$ cat config.mk
export PLATFORM = sky130hd
export DESIGN_NAME = clkctl_top
export DESIGN_NICKNAME = d
export VERILOG_FILES = /design/src/rtl/clkctl_pkg.sv /design/src/rtl/clkctl_sleep_fsm.sv /design/src/rtl/clkctl_gate_reg.sv /design/src/rtl/clkctl_refdiv.sv /design/src/rtl/clkctl_lock_fsm.sv /design/src/rtl/clkctl_top.sv
export SDC_FILE = /design/constraint.sdc
export NUM_CORES = 1
export LEC_CHECK = 0
export BUFFER_PORTS_ARGS = -buffer_cell sky130_fd_sc_hd__clkbuf_2
export CORE_MARGIN = 1.5
export CORE_UTILIZATION = 45
export DETAILED_ROUTE_END_ITERATION = 8
export PLACE_DENSITY = 0.63
export SLEW_MARGIN = 10
export SYNTH_ARGS = -nofsm -noshare
export SYNTH_HDL_FRONTEND = slang
export SYNTH_SLANG_ARGS = --single-unit
$ cat constraint.sdc
create_clock -name clk_src -period 2.38 [get_ports clk_src]
set_clock_uncertainty 0.15 [all_clocks]
set_input_delay 0.238 -clock clk_src [delete_from_list [all_inputs] [get_ports clk_src]]
set_output_delay 0.238 -clock clk_src [all_outputs]
set_load 0.02 [all_outputs]
$ cat src/rtl/clkctl_pkg.sv
package clkctl_pkg;

    typedef enum logic [1:0] {
        MODE_IDLE  = 2'b00,
        MODE_ADCNR = 2'b01,
        MODE_PDOWN = 2'b10,
        MODE_STBY  = 2'b11
    } slp_mode_e;

    typedef enum logic [2:0] {
        ST_RUN,
        ST_IDLE,
        ST_ADCNR,
        ST_PDOWN,
        ST_STBY,
        ST_WOKEN
    } gate_st_e;

    typedef enum logic [1:0] {
        LK_OFF,
        LK_SETTLE,
        LK_LOCKED
    } lock_st_e;

    typedef struct packed {
        logic cpu;
        logic flash;
        logic io;
        logic adc;
        logic rc;
    } dom_en_t;

endpackage

$ cat src/rtl/clkctl_sleep_fsm.sv
module clkctl_sleep_fsm
    import clkctl_pkg::*;
(
    input  logic       clk,
    input  logic       rst,
    input  logic       sleep_req,
    input  logic [1:0] mode,
    input  logic       wake_irq,
    output dom_en_t    dom_en
);

    gate_st_e state, state_d;
    logic     wake_seen;

    // Asynchronous capture of the wake pulse; the clock edge clears it
    always_ff @(posedge clk or posedge wake_irq) begin
        if (wake_irq) wake_seen <= 1'b1;
        else          wake_seen <= 1'b0;
    end

    always_ff @(posedge clk) begin
        if (rst) state <= ST_RUN;
        else     state <= state_d;
    end

    always_comb begin
        state_d = state;
        unique case (state)
            ST_RUN: begin
                if (sleep_req) begin
                    unique case (slp_mode_e'(mode))
                        MODE_IDLE:  state_d = ST_IDLE;
                        MODE_ADCNR: state_d = ST_ADCNR;
                        MODE_PDOWN: state_d = ST_PDOWN;
                        MODE_STBY:  state_d = ST_STBY;
                    endcase
                end
            end
            ST_IDLE, ST_ADCNR, ST_PDOWN, ST_STBY: begin
                if (wake_seen)       state_d = ST_WOKEN;
                else if (!sleep_req) state_d = ST_RUN;
            end
            ST_WOKEN: begin
                if (!sleep_req) state_d = ST_RUN;
            end
            default: state_d = ST_RUN;
        endcase
    end

    always_comb begin
        dom_en = '{cpu: 1'b1, flash: 1'b1, io: 1'b1, adc: 1'b1, rc: 1'b1};
        unique case (state)
            ST_RUN, ST_WOKEN: ;
            ST_IDLE: begin
                dom_en.cpu   = 1'b0;
                dom_en.flash = 1'b0;
            end
            ST_ADCNR: begin
                dom_en.cpu   = 1'b0;
                dom_en.flash = 1'b0;
                dom_en.io    = 1'b0;
            end
            ST_PDOWN, ST_STBY: begin
                dom_en = '0;
            end
            default: ;
        endcase
    end

endmodule

$ cat src/rtl/clkctl_gate_reg.sv
module clkctl_gate_reg
    import clkctl_pkg::*;
(
    input  logic    clk,
    input  logic    rst,
    input  dom_en_t dom_en,
    input  logic    pll_req,
    input  logic    fuse_prog,
    output logic    cpu_en,
    output logic    flash_en,
    output logic    io_en,
    output logic    adc_en,
    output logic    rc_en,
    output logic    pll_on
);

    // Falling-edge registers: enables settle while the source clock is low
    always_ff @(negedge clk) begin
        if (rst) begin
            cpu_en   <= 1'b1;
            flash_en <= 1'b1;
            io_en    <= 1'b1;
            adc_en   <= 1'b1;
            rc_en    <= 1'b1;
            pll_on   <= fuse_prog;
        end else begin
            cpu_en   <= dom_en.cpu;
            flash_en <= dom_en.flash;
            io_en    <= dom_en.io;
            adc_en   <= dom_en.adc;
            rc_en    <= dom_en.rc;
            pll_on   <= pll_req & dom_en.rc;
        end
    end

endmodule

$ cat src/rtl/clkctl_refdiv.sv
module clkctl_refdiv #(
    parameter int SEL_W = 2
) (
    input  logic             clk,
    input  logic             rst,
    input  logic             run,
    input  logic [SEL_W-1:0] sel,
    output logic             tick
);

    localparam int MAX_LOG = (1 << SEL_W) - 1;
    localparam int CNT_W   = (MAX_LOG < 1) ? 1 : MAX_LOG;

    logic [CNT_W-1:0] cnt, lim;
    logic [CNT_W:0]   ratio;

    always_comb begin
        ratio = (CNT_W+1)'(1) << sel;
        lim   = CNT_W'(ratio - (CNT_W+1)'(1));
    end

    always_ff @(posedge clk) begin
        if (rst || !run) begin
            cnt  <= '0;
            tick <= 1'b0;
        end else if (cnt >= lim) begin
            cnt  <= '0;
            tick <= 1'b1;
        end else begin
            cnt  <= cnt + CNT_W'(1);
            tick <= 1'b0;
        end
    end

endmodule

$ cat src/rtl/clkctl_lock_fsm.sv
module clkctl_lock_fsm
    import clkctl_pkg::*;
#(
    parameter int LOCK_TICKS = 64
) (
    input  logic clk,
    input  logic rst,
    input  logic pll_on,
    input  logic ref_tick,
    output logic locked
);

    localparam int CNT_W = (LOCK_TICKS > 1) ? $clog2(LOCK_TICKS) : 1;

    lock_st_e         state, state_d;
    logic [CNT_W-1:0] cnt, cnt_d;

    always_ff @(posedge clk) begin
        if (rst) begin
            state <= LK_OFF;
            cnt   <= '0;
        end else begin
            state <= state_d;
            cnt   <= cnt_d;
        end
    end

    always_comb begin
        state_d = state;
        cnt_d   = cnt;
        unique case (state)
            LK_OFF: begin
                cnt_d = '0;
                if (pll_on) state_d = LK_SETTLE;
            end
            LK_SETTLE: begin
                if (!pll_on) begin
                    state_d = LK_OFF;
                    cnt_d   = '0;
                end else if (ref_tick) begin
                    if (cnt == CNT_W'(LOCK_TICKS - 1)) state_d = LK_LOCKED;
                    else                              cnt_d   = cnt + CNT_W'(1);
                end
            end
            LK_LOCKED: begin
                if (!pll_on) begin
                    state_d = LK_OFF;
                    cnt_d   = '0;
                end
            end
            default: state_d = LK_OFF;
        endcase
    end

    always_comb begin
        locked = (state == LK_LOCKED);
    end

endmodule

$ cat src/rtl/clkctl_top.sv
module clkctl_top #(
    parameter int SEL_W      = 2,
    parameter int MODE_W     = 2,
    parameter int LOCK_TICKS = 64
) (
    input  logic              clk_src,
    input  logic              rst,
    input  logic              sleep_req,
    input  logic [MODE_W-1:0] sleep_mode,
    input  logic              wake_irq,
    input  logic              pll_en_bit,
    input  logic              pll_fuse_n,
    input  logic [SEL_W-1:0]  rc_freq_sel,
    input  logic              tmr_fast_sel,
    output logic              cpu_clk_en,
    output logic              flash_clk_en,
    output logic              io_clk_en,
    output logic              adc_clk_en,
    output logic              rc_osc_en,
    output logic              pll_en,
    output logic              ref_tick,
    output logic              pll_lock,
    output logic              pck_timer_sel
);

    import clkctl_pkg::*;

    dom_en_t dom_en;
    logic    pll_req;

    assign pll_req = pll_en_bit | ~pll_fuse_n;

    clkctl_sleep_fsm u_sleep (
        .clk       (clk_src),
        .rst       (rst),
        .sleep_req (sleep_req),
        .mode      (sleep_mode[1:0]),
        .wake_irq  (wake_irq),
        .dom_en    (dom_en)
    );

    clkctl_gate_reg u_gate (
        .clk       (clk_src),
        .rst       (rst),
        .dom_en    (dom_en),
        .pll_req   (pll_req),
        .fuse_prog (~pll_fuse_n),
        .cpu_en    (cpu_clk_en),
        .flash_en  (flash_clk_en),
        .io_en     (io_clk_en),
        .adc_en    (adc_clk_en),
        .rc_en     (rc_osc_en),
        .pll_on    (pll_en)
    );

    clkctl_refdiv #(.SEL_W(SEL_W)) u_div (
        .clk  (clk_src),
        .rst  (rst),
        .run  (rc_osc_en),
        .sel  (rc_freq_sel),
        .tick (ref_tick)
    );

    clkctl_lock_fsm #(.LOCK_TICKS(LOCK_TICKS)) u_lock (
        .clk      (clk_src),
        .rst      (rst),
        .pll_on   (pll_en),
        .ref_tick (ref_tick),
        .locked   (pll_lock)
    );

    assign pck_timer_sel = tmr_fast_sel & pll_lock;

endmodule

Word-level counts from Yosys, hierarchy flattened --
Cells that the tools add are included.
Storage, ports and cells: register bits after elaboration 22, word-level logic and storage cells 71
Operators by class: add/subtract/negate cells 3, $lt $le $gt $ge 1, equal/unequal tests 17, shift operators 1, muxes and demuxes 21, bitwise logic cells 4, reduce and logical (&&, ||, !) cells 12
Operators with widths (count):
- two-way mux 6 bit | 4
- case mux 6 bit (3 select lines) | 1
- two-way mux 2 bit | 7
- case mux 3 bit (4 select lines) | 1
- two-way mux 3 bit | 3
- case mux 3 bit (3 select lines) | 1
- AND reduction 4 bit | 2
- adder 6 x 1 -> 6 bit (second input constant) | 1
- equality test 2 bit (second input constant) | 3
- equality test 3 x 2 -> 1 bit (second input constant) | 2
- equality test 3 bit (second input constant) | 2
- equality test 6 bit (second input constant) | 1
- != test 2 bit (second input constant) | 3
- != test 3 bit (second input constant) | 2
- case mux 2 bit (3 select lines) | 1
- equality test 2 x 1 -> 1 bit (second input constant) | 2
- logical NOT 2 bit | 2
- OR reduction 2 bit | 2
- OR reduction 4 bit | 1
- adder 3 x 1 -> 3 bit (second input constant) | 1
- equality test 3 x 1 -> 1 bit (second input constant) | 1
- greater-or-equal comparator 3 bit | 1
- logical NOT 3 bit | 1
- two-way mux 1 bit | 3
- other kinds (10) | 11

Longest topological paths before layout --
word-level depth 5, depth in mapped cells 6, mapped depth without buffers 6

By module --
A second synthesis with hierarchy kept.
Unflattened totals: cell total of the unflattened synthesis 133, area total of the unflattened synthesis 1234.9 µm²
Modules (own cells, without submodules):
- clkctl_lock_fsm | times used 1, cells each 54, area an instance 506.7 µm²
- clkctl_sleep_fsm | times used 1, cells each 38, area an instance 315.3 µm²
- clkctl_refdiv | times used 1, cells each 23, area an instance 229.0 µm²
- clkctl_gate_reg | times used 1, cells each 15, area an instance 167.7 µm²
- clkctl_top | times used 1, cells each 3, area an instance 16.3 µm²

==> results.yml <==
yosys:
  syn_nets: 153
  ys_seq_area_share_pct: 36.9
  synthFlopType: "dfxtp_1"
  ys_seq_elements: 20
  syn_inst: 134
  synth_area_um2: 1100
  async_flop_share_pct: 5.00
  yosysWarnings: 0
  synth_cell_type_count: 43
  synth_edf_count: 0
  avgSynthCellArea_um2: 8.22
critical_path:
  crit_slowest_cell: "or4_1"
  worstPathCellList: "o21ai_2 > o221ai_2 > or4_1 > a21oi_1"
  r2r-end: "u_lock.cnt[1]$_SDFFE_PP0P_"
  cp_data_required_time_ps: 2480
  r2r_start: "u_gate.pll_on$_DFF_N_"
  crit_fanout: 4
  critical-path-max-stage-delay_ps: 410
  cp-startpoint: "u_gate.pll_on$_DFF_N_"
  critPathKind: "register to register"
  start_kind: "register"
  crit_path_end_kind: "register"
  critPathTopFamily: "simple AND/OR/NAND/NOR gates"
  critPathArrivalTime_ps: 2670
  rrSetupSlack_ps: -190
  cp_num_buf_inv: 0
  ff2ff_path_depth: 4
final_layout:
  drive_gt1_share_pct: 29.9
  layout_common_cells: "inv_1 (14), dfxtp_1 (14), clkbuf_2 (13), nand2_1 (12), nor2_1 (11)"
  nFillCells: 216
  final_area_um2: 1420
  syn_to_final_growth_pct: 28.9
  nNetsFinal: 184
  diodes: 0
  fin_cells: 192
sta:
  fin_setup_tns_ps: -734
  hold_violations: 0
  setup_viol_count_final: 11
  rsz0062_at_grt: "true"
  finalMaxSlewViolations: 0
  setup_ws_ps: -187
clocking:
  path_clk_slew_ps: 120
  clock_latency_ps: 350
  cts-htree-levels: 1
  clock_path_buffers: 2
  clock_sinks: 20
  cts-root-buf: "clkbuf_4"
  tritoncts: "built"
  numCtsBuffers: 3
global_route:
  grt_max_degree: 12
  grt_pass1_wl_um: 3860
  grt_pass1_vias: 947
  globalRouteOverflowTotal: 0
  antenna_found_initial: 0
  grt_usage_pct: 19.3
floorplanning:
  fp-row-count: 17
  die_width_um: 52.5
  ioPinCount: 20
  die_y_um: 52.5
  core_area_um2: 2250
  die-area_um2: 2750
  start_util_pct: 48.8
min_path:
  holdPathStages: 3
  hold-path-endpoint: "u_sleep.state[0]$_SDFFE_PP0P_"
  hold_path_class: "input pin to register"
  min_from: "sleep_req"
power_and_ir_drop:
  leakagePower_nw: 0.643
  max-vdd-ir-drop_uv: 391
  power_density_nw_per_um2: 587
detailed_routing:
  viasPerCell: 5.30
  wirelength_um: 2310
  detail_route.wl_per_cell_um: 12.0
  drt_iter0_markers: 16
  first_pass_iters: 4
  num_vias: 1017
  drc: 0
  ant_nets: 0
flow_run:
  max_cap_viol_count: 0
run_status:
  violations: "negative setup slack"
  status: "finished with violations"
place:
  hpwl_um: 1770
  dpl.cell_count: 184
  placed_area_um2: 1280
  io_buffers: 19
  gp_congestion: 0.866
-- sequential cells by signal (all words and copies together) (netlist names) --
register and count:
u_lock.cnt 6, u_lock.state 2, u_gate.pll_on 1, u_div.cnt 3, u_gate.io_en 1, u_gate.flash_en 1
u_sleep.state 3, u_gate.rc_en 1, u_div.tick 1, u_sleep.wake_seen 1
-- routing by layer --
layer / up-vias / track usage (%) / wire (µm)
li1: 519 / - / -
met1: 481 / 21.1 / 1030
met2: 13 / 34.4 / 1180
met3: 4 / 4.29 / 60
met4: 0 / 9.83 / 33
met5: - / 0 / 0
-- worst max-delay path by stage --
stage | to | slack [ps] | depth (start not counted)
final | u_lock.cnt[1]$_SDFFE_PP0P_ | -190 | 4
after detailed placement | u_lock.cnt[1]$_SDFFE_PP0P_ | -150 | 4
after CTS | u_lock.cnt[1]$_SDFFE_PP0P_ | -190 | 4
after floorplan | u_lock.cnt[1]$_SDFFE_PP0P_ | -180 | 4
after global routing | u_lock.cnt[1]$_SDFFE_PP0P_ | -230 | 4
after global placement | u_lock.cnt[1]$_SDFFE_PP0P_ | -120 | 4
-- synth_stat cells, types with 2 or more instances --
library cell  instances  area [µm²]
o211ai_1              2        15.0
and2_1                2        12.5
nand2_1              12        45.0
dfxtp_1              19         380
a21oi_1              10        50.1
o21a_1                2        15.0
nand3b_1              2        15.0
buf_4                 2        15.0
or4_1                 2        15.0
clkbuf_1              5        18.8
nor2_1               12        45.0
nor2b_1               3        18.8
nand3_1               2        10.0
inv_1                11        41.3
a21o_1                2        15.0
ha_1                  8         100
xnor2_1               2        17.5
nor3_1                3        15.0
o21ai_0               9        45.0
-- per-stage QoR --
stage / total power (W) / hold WS [ps] / util (%) / setup slack (ps)
after floorplan: 0.000555 / -22.3 / - / -180
after global placement: 0.000619 / 64.6 / 56.8 / -121
after detailed placement: 0.000627 / 77.0 / 56.8 / -151
after CTS: 0.000831 / 22.6 / 61.5 / -187
after global routing: 0.000894 / 38.1 / 62.9 / -228
final: 0.000833 / 37.6 / 62.9 / -187
-- tightest hold or removal path, stage by stage --
cell	delay, ps
clkbuf_2	110
a21oi_1	40
nor2_1	80
-- where the power goes --
group | internal (W) | total, W | switching [W]
clock | 0.0000741 | 0.000197 | 0.000123
sequential | 0.000368 | 0.000407 | 0.0000389
combinational | 0.000120 | 0.000229 | 0.000109
total | 0.000563 | 0.000833 | 0.000271
-- cells by family (layout without fill, tap and decap cells) --
family | count (synthesis) | in the layout | synth area share [%]
buffers and inverters | 19 | 49 | 7.84
other | 1 | 1 | 0.341
adder cells (fa/ha/maj) | 8 | 8 | 9.09
multiplexers | 1 | 1 | 0.909
flip-flops | 20 | 20 | 36.9
AND/OR/NAND/NOR | 51 | 51 | 24.5
XOR/XNOR | 2 | 2 | 1.59
AO/OA/AOI/OAI | 32 | 32 | 18.7
-- final cells by class --
| cell class | count | area (µm²) | share of cell area, % |
|---|---|---|---|
| multi-input combinational | 95 | 629 | 44.4 |
| sequential | 20 | 420 | 29.6 |
| timing repair buffer | 31 | 255 | 18.0 |
| inverter | 10 | 37.5 | 2.65 |
| tap | 28 | 35.0 | 2.47 |
| clock buffer | 4 | 26.3 | 1.85 |
| clock inverter | 4 | 15.0 | 1.06 |
-- timing repair --
item	CTS	global route
pin swaps	9	4
gates resized for setup	19	13
endpoints found under the setup margin	12	13
endpoints found under the hold margin	1	0
setup buffers	0	0
hold buffers	1	0
(Power assumes the default switching activity.)
